**src/rtl/nn_pkg.sv**
```systemverilog
package nn_pkg;

  typedef enum logic [2:0] {
    ST_IDLE,
    ST_LOAD,
    ST_HACC,
    ST_HACT,
    ST_OACC,
    ST_FIN
  } nn_state_e;

  // Saturating quadratic squash: z is the clamped table address (signed),
  // half the clamp magnitude, amp the swing and mid the output at zero.
  function automatic int squash(int z, int half, int amp, int mid);
    int m;
    int q;
    m = (z < 0) ? -z : z;
    if (m > half) m = half;
    q = (amp * (2 * half * m - m * m)) / (half * half);
    return (z < 0) ? (mid - q) : (mid + q);
  endfunction

endpackage

```
**src/rtl/nn_weight_chain.sv**
```systemverilog
module nn_weight_chain #(
  parameter int WW    = 8,
  parameter int DEPTH = 12
) (
  input  logic                  clk,
  input  logic                  rst_n,
  input  logic                  shift_en,
  input  logic [WW-1:0]         din,
  output logic [DEPTH*WW-1:0]   taps
);

  logic [WW-1:0] stage [DEPTH];

  always_ff @(posedge clk or negedge rst_n) begin
    if (!rst_n) begin
      for (int j = 0; j < DEPTH; j++) stage[j] <= '0;
    end else if (shift_en) begin
      stage[0] <= din;
      for (int j = 1; j < DEPTH; j++) stage[j] <= stage[j-1];
    end
  end

  for (genvar j = 0; j < DEPTH; j++) begin : g_tap
    assign taps[j*WW +: WW] = stage[j];
  end

endmodule

```
**src/rtl/nn_neuron.sv**
```systemverilog
module nn_neuron #(
  parameter int NI    = 3,
  parameter int DW    = 8,
  parameter int WW    = 8,
  parameter int AW    = 18,
  parameter int SHIFT = 10,
  parameter int LAW   = 6
) (
  input  logic              clk,
  input  logic              rst_n,
  input  logic              acc_en,
  input  logic              act_en,
  input  logic [NI*DW-1:0]  act_in,
  input  logic [NI*WW-1:0]  w_in,
  output logic [DW-1:0]     act_out
);

  localparam int LN   = 1 << LAW;
  localparam int HALF = LN / 2;
  localparam int MID  = 1 << (DW - 1);
  localparam int AMP  = MID - 1;
  localparam logic signed [AW-1:0] LO = AW'(-HALF);
  localparam logic signed [AW-1:0] HI = AW'(HALF - 1);

  typedef logic [DW-1:0] lut_t [LN];

  function automatic lut_t build_lut();
    lut_t t;
    for (int a = 0; a < LN; a++) t[a] = DW'(nn_pkg::squash(a - HALF, HALF, AMP, MID));
    return t;
  endfunction

  localparam lut_t LUT = build_lut();

  logic signed [AW-1:0] net_d;
  logic signed [AW-1:0] acc_q;
  logic signed [AW-1:0] scaled;
  logic [LAW-1:0]       idx;
  logic [DW-1:0]        act_q;

  // Parallel multiply-accumulate over all inputs of this neuron.
  always_comb begin
    net_d = '0;
    for (int i = 0; i < NI; i++) begin
      net_d = net_d
            + $signed({{(AW-DW){1'b0}}, act_in[i*DW +: DW]})
            * $signed({{(AW-WW){w_in[i*WW+WW-1]}}, w_in[i*WW +: WW]});
    end
  end

  // Scale down and clamp into the table range.
  always_comb begin
    scaled = acc_q >>> SHIFT;
    if (scaled < LO)      idx = '0;
    else if (scaled > HI) idx = '1;
    else                  idx = LAW'(scaled - LO);
  end

  always_ff @(posedge clk or negedge rst_n) begin
    if (!rst_n) begin
      acc_q <= '0;
      act_q <= '0;
    end else begin
      if (acc_en) acc_q <= net_d;
      if (act_en) act_q <= LUT[idx];
    end
  end

  assign act_out = act_q;

endmodule

```
**src/rtl/nn_ctrl.sv**
```systemverilog
module nn_ctrl #(
  parameter int NW      = 12,
  parameter int WW      = 8,
  parameter int ROM_MUL = 53,
  parameter int ROM_ADD = 19
) (
  input  logic          clk,
  input  logic          rst_n,
  input  logic          start,
  output logic          busy,
  output logic          done,
  output logic          cap_en,
  output logic          shift_en,
  output logic [WW-1:0] rom_q,
  output logic          hacc_en,
  output logic          hact_en,
  output logic          oacc_en,
  output logic          oact_en
);
  import nn_pkg::*;

  localparam int CW = $clog2(NW);

  typedef logic [WW-1:0] rom_t [NW];

  // Offset by half the range so the stored word reads as value - 2^(WW-1).
  function automatic rom_t build_rom();
    rom_t r;
    for (int k = 0; k < NW; k++) r[k] = WW'(ROM_MUL * k + ROM_ADD + (1 << (WW - 1)));
    return r;
  endfunction

  localparam rom_t ROM = build_rom();

  nn_state_e     st;
  logic [CW-1:0] cnt;
  logic          done_q;

  always_ff @(posedge clk or negedge rst_n) begin
    if (!rst_n) begin
      st     <= ST_IDLE;
      cnt    <= '0;
      done_q <= 1'b0;
    end else begin
      done_q <= (st == ST_FIN);
      unique case (st)
        ST_IDLE: if (start) begin
          st  <= ST_LOAD;
          cnt <= '0;
        end
        ST_LOAD: begin
          cnt <= cnt + 1'b1;
          if (cnt == CW'(NW - 1)) st <= ST_HACC;
        end
        ST_HACC: st <= ST_HACT;
        ST_HACT: st <= ST_OACC;
        ST_OACC: st <= ST_FIN;
        ST_FIN:  st <= ST_IDLE;
        default: st <= ST_IDLE;
      endcase
    end
  end

  assign busy     = (st != ST_IDLE);
  assign done     = done_q;
  assign cap_en   = (st == ST_IDLE) && start;
  assign shift_en = (st == ST_LOAD);
  assign rom_q    = ROM[cnt];
  assign hacc_en  = (st == ST_HACC);
  assign hact_en  = (st == ST_HACT);
  assign oacc_en  = (st == ST_OACC);
  assign oact_en  = (st == ST_FIN);

endmodule

```
**src/rtl/nn_serial_net.sv**
```systemverilog
module nn_serial_net #(
  parameter int DW    = 8,
  parameter int WW    = 8,
  parameter int AW    = 18,
  parameter int SHIFT = 10,
  parameter int LAW   = 6
) (
  input  logic          clk,
  input  logic          rst_n,
  input  logic          start,
  input  logic [DW-1:0] feat0,
  input  logic [DW-1:0] feat1,
  input  logic [DW-1:0] feat2,
  output logic          busy,
  output logic          done,
  output logic [DW-1:0] score
);

  localparam int NI = 3;
  localparam int NH = 3;
  localparam int NW = NI * NH + NH;

  logic                 cap_en, shift_en;
  logic                 hacc_en, hact_en, oacc_en, oact_en;
  logic [WW-1:0]        rom_q;
  logic [NW*WW-1:0]     taps;
  logic [NI*DW-1:0]     feat_q;
  logic [NH-1:0][NI*WW-1:0] hid_w;
  logic [NH*WW-1:0]     out_w;
  logic [NH*DW-1:0]     hid_act;

  nn_ctrl #(.NW(NW), .WW(WW)) u_ctrl (
    .clk(clk), .rst_n(rst_n), .start(start),
    .busy(busy), .done(done), .cap_en(cap_en),
    .shift_en(shift_en), .rom_q(rom_q),
    .hacc_en(hacc_en), .hact_en(hact_en),
    .oacc_en(oacc_en), .oact_en(oact_en)
  );

  always_ff @(posedge clk or negedge rst_n) begin
    if (!rst_n)      feat_q <= '0;
    else if (cap_en) feat_q <= {feat2, feat1, feat0};
  end

  nn_weight_chain #(.WW(WW), .DEPTH(NW)) u_chain (
    .clk(clk), .rst_n(rst_n), .shift_en(shift_en),
    .din(rom_q), .taps(taps)
  );

  // Coefficient k sits at chain stage NW-1-k once loading ends.
  for (genvar n = 0; n < NH; n++) begin : g_hid
    for (genvar i = 0; i < NI; i++) begin : g_w
      assign hid_w[n][i*WW +: WW] = taps[(NW-1-(n*NI+i))*WW +: WW];
    end

    nn_neuron #(.NI(NI), .DW(DW), .WW(WW), .AW(AW), .SHIFT(SHIFT), .LAW(LAW)) u_hid (
      .clk(clk), .rst_n(rst_n), .acc_en(hacc_en), .act_en(hact_en),
      .act_in(feat_q), .w_in(hid_w[n]), .act_out(hid_act[n*DW +: DW])
    );

    assign out_w[n*WW +: WW] = taps[(NW-1-(NI*NH+n))*WW +: WW];
  end

  nn_neuron #(.NI(NH), .DW(DW), .WW(WW), .AW(AW), .SHIFT(SHIFT), .LAW(LAW)) u_out (
    .clk(clk), .rst_n(rst_n), .acc_en(oacc_en), .act_en(oact_en),
    .act_in(hid_act), .w_in(out_w), .act_out(score)
  );

endmodule

```
**config.mk**
```make
export PLATFORM = sky130hd
export DESIGN_NAME = nn_serial_net
export DESIGN_NICKNAME = d
export VERILOG_FILES = /design/src/rtl/nn_pkg.sv /design/src/rtl/nn_weight_chain.sv /design/src/rtl/nn_neuron.sv /design/src/rtl/nn_ctrl.sv /design/src/rtl/nn_serial_net.sv
export SDC_FILE = /design/constraint.sdc
export NUM_CORES = 2
export LEC_CHECK = 0
export ABC_AREA = 1
export BUFFER_PORTS_ARGS = -buffer_cell sky130_fd_sc_hd__buf_4
export CAP_MARGIN = 30
export CELL_PAD_IN_SITES_DETAIL_PLACEMENT = 0
export CELL_PAD_IN_SITES_GLOBAL_PLACEMENT = 1
export CORE_AREA = 2 2 354 356
export CTS_BUF_LIST = sky130_fd_sc_hd__clkbuf_16
export DETAILED_ROUTE_END_ITERATION = 16
export DIE_AREA = 0 0 356 358
export PLACE_DENSITY = 0.62
export REMOVE_ABC_BUFFERS = 1
export SLEW_MARGIN = 20
export SYNTH_ARGS = -nofsm -noshare
export SYNTH_HDL_FRONTEND = slang
export SYNTH_SLANG_ARGS = --single-unit
```
**constraint.sdc**
```tcl
create_clock -name clk -period 7.4 [get_ports clk]
set_input_delay 0.74 -clock clk [delete_from_list [all_inputs] [get_ports clk]]
set_output_delay 0.74 -clock clk [all_outputs]
set_load 0.02 [all_outputs]
```
## Word level (Yosys, flattened, before mapping)

Memory sizes are Yosys's and may differ from the RTL's. A register that Yosys moved wholly into a read port is not among the register bits.
Cells that the tools add are included.

- Muxes and demuxes: 13
- Multiply operators: 12
- Bitwise operators: 5
- Add/sub/neg operators: 13
- Eq/ne operators: 8
- Reductions and logical operators: 11
- $lt $le $gt $ge: 8

Operator list:

| cell | number |
|---|---|
| 9-bit by 8-bit multiplier with 17-bit output | 12 |
| 18-bit adder | 8 |
| 6-bit 2-to-1 mux | 8 |
| 8-bit by 6-bit > comparator with 1-bit output (second input constant) | 4 |
| 8-bit by 6-bit < comparator with 1-bit output (second input constant) | 4 |
| 6-bit NOT with 7-bit output | 4 |
| 6-bit subtractor (second input constant) | 4 |
| 3-bit one-hot mux with 5 select lines | 1 |
| 4-bit one-hot mux with 2 select lines | 1 |
| 3-bit by 2-bit equality test with 1-bit output (second input constant) | 2 |
| 3-bit equality test (second input constant) | 2 |
| 3-bit 2-to-1 mux | 2 |
| 1-bit zero test | 5 |
| 4-bit NOT with 5-bit output | 1 |
| 4-bit by 1-bit adder with 4-bit output (second input constant) | 1 |
| 4-bit equality test (second input constant) | 1 |
| 4-bit 2-to-1 mux | 1 |
| 2-bit AND reduction | 2 |
| 3-bit by 1-bit equality test with 1-bit output (second input constant) | 1 |
| 3-bit zero test | 1 |
| 3-bit nonzero test | 1 |
| 2-bit by 1-bit inequality test with 1-bit output (second input constant) | 1 |
| 2-bit inequality test (second input constant) | 1 |
| 2-bit nonzero test | 1 |
| 1-bit logical AND | 1 |

- Register bits after elaboration: 192
- Memories kept: 5
- Input port bits: 27
- Bits in read-only memories: 2176
- Logic and storage cells: 94

Memories:

| memory | depth | width | read ports | clocked after memory_dff | write ports | line | text |
|---|---|---|---|---|---|---|---|
| (name not given) | 64 | 8 | 1 | 1 | 0 | nn_neuron.sv:65 | `if (act_en) act_q <= LUT[idx];` |
| (name not given) | 64 | 8 | 1 | 1 | 0 | nn_neuron.sv:65 |  |
| (name not given) | 64 | 8 | 1 | 1 | 0 | nn_neuron.sv:65 |  |
| (name not given) | 64 | 8 | 1 | 1 | 0 | nn_neuron.sv:65 |  |
| (name not given) | 16 | 8 | 1 | 1 | 0 | nn_ctrl.sv:68 | `assign rom_q = ROM[cnt];` |

## Depth between registers and ports, before layout

- Depth in word-level cells: 4
- Mapped depth: 35
- Depth with buffers taken out: 33

## Cells and area by module

From an unflattened synthesis, not the netlist that was laid out.

- Cell total of the unflattened synthesis: 5663
- Area total of the unflattened synthesis: 41892.7 µm²

Modules (own cells, without submodules):

| module | cells an instance | instances | area an instance (µm²) |
|---|---|---|---|
| nn_neuron (g_hid[2].u_hid) | 1271 | 1 | 9203.8 |
| nn_neuron (g_hid[1].u_hid) | 1270 | 1 | 9173.8 |
| nn_neuron (u_out) | 1263 | 1 | 9156.3 |
| nn_neuron (g_hid[0].u_hid) | 1267 | 1 | 9128.8 |
| nn_weight_chain | 406 | 1 | 3638.5 |
| nn_serial_net | 102 | 1 | 974.7 |
| nn_ctrl | 84 | 1 | 616.8 |

## Worst setup path before layout

OpenSTA, ideal clock, no wires.

- Kind: register to register
- Start: register feat_q[15]
- End: register g_hid[0].u_hid.acc_q[14]
- Clock period less this slack: 5813 ps
- Stages on the path, launching flop included: 29
- Buffers on the path: 2
- Library setup time: 118 ps
- Setup slack: 1587 ps
- Data arrival time: 5695 ps
- Required time: 7282 ps
- Cell sequence: dfrtp_1 -> clkbuf_1 -> clkbuf_1 -> nand2_1 -> fa_1 -> fa_1 -> inv_1 -> fa_1 -> inv_1 -> fa_1 -> inv_1 -> ha_1 -> nand2_1 -> inv_1 -> nand2_1 -> and3_1 -> o21ai_0 -> a21oi_1 -> xor2_1 -> fa_1 -> inv_1 -> ha_1 -> nand2_1 -> nor4_1 -> nand2_1 -> nand2_1 -> nand2_1 -> nand3_1 -> nand2_1

- Longest elaborated chain between the ends: 3

Ends and longest elaborated chain:

| item | line | text |
|---|---|---|
| start, declared | nn_serial_net.sv:27 | `logic [NI*DW-1:0] feat_q;` |
| start signal, assigned | nn_serial_net.sv:42 | `else if (cap_en) feat_q <= {feat2, feat1, feat0};` |
| 9-bit by 8-bit multiplier with 17-bit output | nn_neuron.sv:47 | `* $signed({{(AW-WW){w_in[i*WW+WW-1]}}, w_in[i*WW +: WW]});` |
| 18-bit adder (2 in series) | nn_neuron.sv:46 | `+ $signed({{(AW-DW){1'b0}}, act_in[i*DW +: DW]})` |
| end signal, assigned | nn_neuron.sv:64 | `if (acc_en) acc_q <= net_d;` |
| end, declared | nn_neuron.sv:36 | `logic signed [AW-1:0] acc_q;` |

Every way passes these cells.
A chain may end at the register's enable or synchronous reset.

## Worst setup path after layout

- Start: register feat_q[10]
- End: register g_hid[1].u_hid.acc_q[14]

- Longest elaborated chain between the ends: 3

Ends and longest elaborated chain:

| item | line |
|---|---|
| 9-bit by 8-bit multiplier with 17-bit output | nn_neuron.sv:47 |
| 18-bit adder (2 in series) | nn_neuron.sv:46 |
| end signal, assigned | nn_neuron.sv:64 |
| end, declared | nn_neuron.sv:36 |

Every way passes these cells.

==> flow_summary.yaml <==
global_routing:
  grt_pass1_wl_mm: 198.3
  grt_pass1_vias: 36130
  gr-total-overflow: 0
  grt_usage: 0.1970
  antenna_found_initial: 1
  grt_max_degree: 109
synthesis:
  synth_top_cell_by_area: "fa_1"
  synth_top_family_by_area: "adder cells"
  async_flop_share: 1.000
  synth_top_area_frac: 0.2370
  post_synth_most_frequent_cells: "inv_1 (1616), nand2_1 (1565), ha_1 (619)"
  yosys.area_share.simple: 0.2005
  syn_area_per_cell_um2: 7.116
  ys_types: 53
  muxShareOfSynthArea: 0.004461
  synth_most_common_cell: "inv_1"
  synth-adder-area-share: 0.4175
  synth_flop_cell: "dfrtp_1"
  yosysWarnings: 0
  synth_compound_area_frac: 0.06925
  netlist_instances: 6030
  synthesis.area_mm2: 0.04291
  synth_edf_count: 0
  yosys.area_share.xor_xnor: 0.03041
  ys_ff_latch: 192
  netlist_top_cells_area: "fa_1 (24%), ha_1 (18%), inv_1 (14%), nand2_1 (14%), dfrtp_1 (11%)"
  seq_area_frac_synth: 0.1120
cts:
  cts_inserted_buffers: 17
  clk_pin_slew_ns: 0.09
  cts_hold_buffers: 0
  cts_root_buf: "clkbuf_16"
  cts_buffer_depth: 2
  cts_resized: 0
  cts_tree: "done"
  cts_htree_levels: 4
  insertion_delay_ns: 0.54
  cts.sinks: 192
  postCtsSetupRepairBufs: 0
routing:
  ant_nets: 0
  firstDrtPassIters: 6
  viasPerCell: 4.641
  vias: 35130
  wl_mm: 121.8
  wl_per_cell_um: 16.09
  dr.first_iter.drc_count: 2139
  drc: 0
die:
  chipHeight_um: 358
  io-pin-count: 37
  start_util: 0.3480
  fp-row-count: 129
  core_area_mm2: 0.1233
  fp.dieW_um: 356
  dieArea_mm2: 0.1274
timing:
  setup-violations-final: 0
  setup_ws_ns: 0.7049
  grt_setup_unrepaired: "no"
  slew_viol_final: 0
  final_hold_viol_count: 0
  period_minus_slack_ns: 6.695
  skew_ns: 0.02378
  finalSetupTns_ns: 0
  max_freq_mhz: 149.4
  slew-limit-headroom: 0.3799
  post-route-period-util: 0.9047
  tightest_slew_ns: 0.9302
layout:
  fill_cells: 13480
  num-nets-final: 7073
  drive_above_1_share: 0.03759
  synthToLayoutAreaGrowth_pct: 6.047
hold_path:
  hold_path.class: "primary input to asynchronous set/reset pin"
outcome:
  status: "complete, no violations"
critical_path:
  start_kind: "register"
  crit_path_max_fanout: 16
  crit_required_ns: 7.82
  max_stage_delay_ns: 0.86
  critPathKind: "register to register"
  r2r-start: "feat_q[10]"
  reg2regPathDepth: 25
  cpMaxStageDelayCell: "dfrtp_1"
  crit_family: "adder cells"
  r2r_setup_slack_ns: 0.70
  arrival_ns: 7.11
  reg2reg_to: "g_hid[1].u_hid.acc_q[14]"
  endpoint_kind: "register"
  path_buf_inv: 5
run:
  maxCapViolations: 0
placement:
  gp_congestion: 0.8637
  port_buffers: 36
  place_ws_ns: 0.6862
  dp_hpwl_mm: 101.2
-- sequential cells by signal, summed over array words and instances (netlist names) --
name                 flops
u_ctrl.st                3
u_out.act_out            8
feat_q                  24
g_hid.u_hid.act_out     24
g_hid.u_hid.acc_q       24
u_ctrl.cnt               4
u_ctrl.done              1
u_out.acc_q              8
u_chain.taps            96
-- cells in the final DEF (no fill, tap or decap), types with 6 or more instances in the layout --
cell / n
a21oi_1: 236
a31o_2: 8
a31oi_1: 7
buf_4: 92
clkbuf_16: 17
clkinv_1: 11
clkinv_8: 6
dfrtp_1: 192
fa_1: 508
ha_1: 619
inv_1: 1615
inv_12: 7
inv_2: 21
mux2_2: 17
nand2_1: 1565
nand2_2: 8
nand3_1: 240
nand4_1: 29
nor2_1: 203
nor2_2: 7
nor3_1: 36
nor4_1: 8
o211ai_1: 16
o21ai_0: 204
o21ai_1: 15
o21bai_1: 20
or2_2: 8
xnor2_1: 66
xor2_1: 83
-- how the worst max path moves through the flow --
| stage | startpoint | to | slack, ns | cells after the start |
|---|---|---|---|---|
| after global routing | feat_q[10] | g_hid[1].u_hid.acc_q[14] | 0.24 | 26 |
| after floorplan | u_chain.taps[15] | u_out.acc_q[16] | 1.66 | 27 |
| final | feat_q[10] | g_hid[1].u_hid.acc_q[14] | 0.70 | 25 |
| after CTS | feat_q[7] | g_hid[0].u_hid.acc_q[12] | 0.68 | 24 |
| after detailed placement | feat_q[7] | g_hid[0].u_hid.acc_q[12] | 0.69 | 24 |
| after global placement | feat_q[7] | g_hid[0].u_hid.acc_q[12] | 0.64 | 24 |
-- per-layer routing --
metal	vias to the layer above	global-route usage	routed length, um
met5	-	0	0
met4	0	0.03283	1391
met3	72	0.01690	2533
met2	372	0.3399	58360
met1	17000	0.2718	59480
li1	17680	-	-
-- layout make-up --
class	count	area, um2	share of cell area
diodes	1	2.502	0.00005499
clock inverters	15	229.0	0.005032
flip-flops and latches	192	4805	0.1056
inverters	1648	6187	0.1360
repair buffers	99	813.3	0.01787
clock buffers	17	425.4	0.009348
well taps	1637	2048	0.04501
multi-input cells	3961	31000	0.6811
-- cell families after synthesis --
| family | count (synthesis) |
|---|---|
| multiplexers | 17 |
| AO/OA/AOI/OAI | 543 |
| adder cells (fa/ha/maj) | 1127 |
| buffers and inverters | 1877 |
| AND/OR/NAND/NOR | 2125 |
| XOR/XNOR | 149 |
| flip-flops | 192 |
-- through the flow --
stage | area (um2) | hold slack [ns] | cells | utilization
after floorplan | 41980 | 0.4444 | 5801 | -
after global placement | 44780 | 0.4677 | 7533 | 0.3632
after detailed placement | 44820 | 0.4672 | 7535 | 0.3635
after CTS | 45480 | 0.2426 | 7567 | 0.3688
after global routing | 45500 | 0.2502 | 7569 | 0.3690
final | 45510 | 0.2091 | 7570 | 0.3690
Power is not shown: default switching activity piles up to over one toggle a cycle in this logic, so the estimate is an artifact.
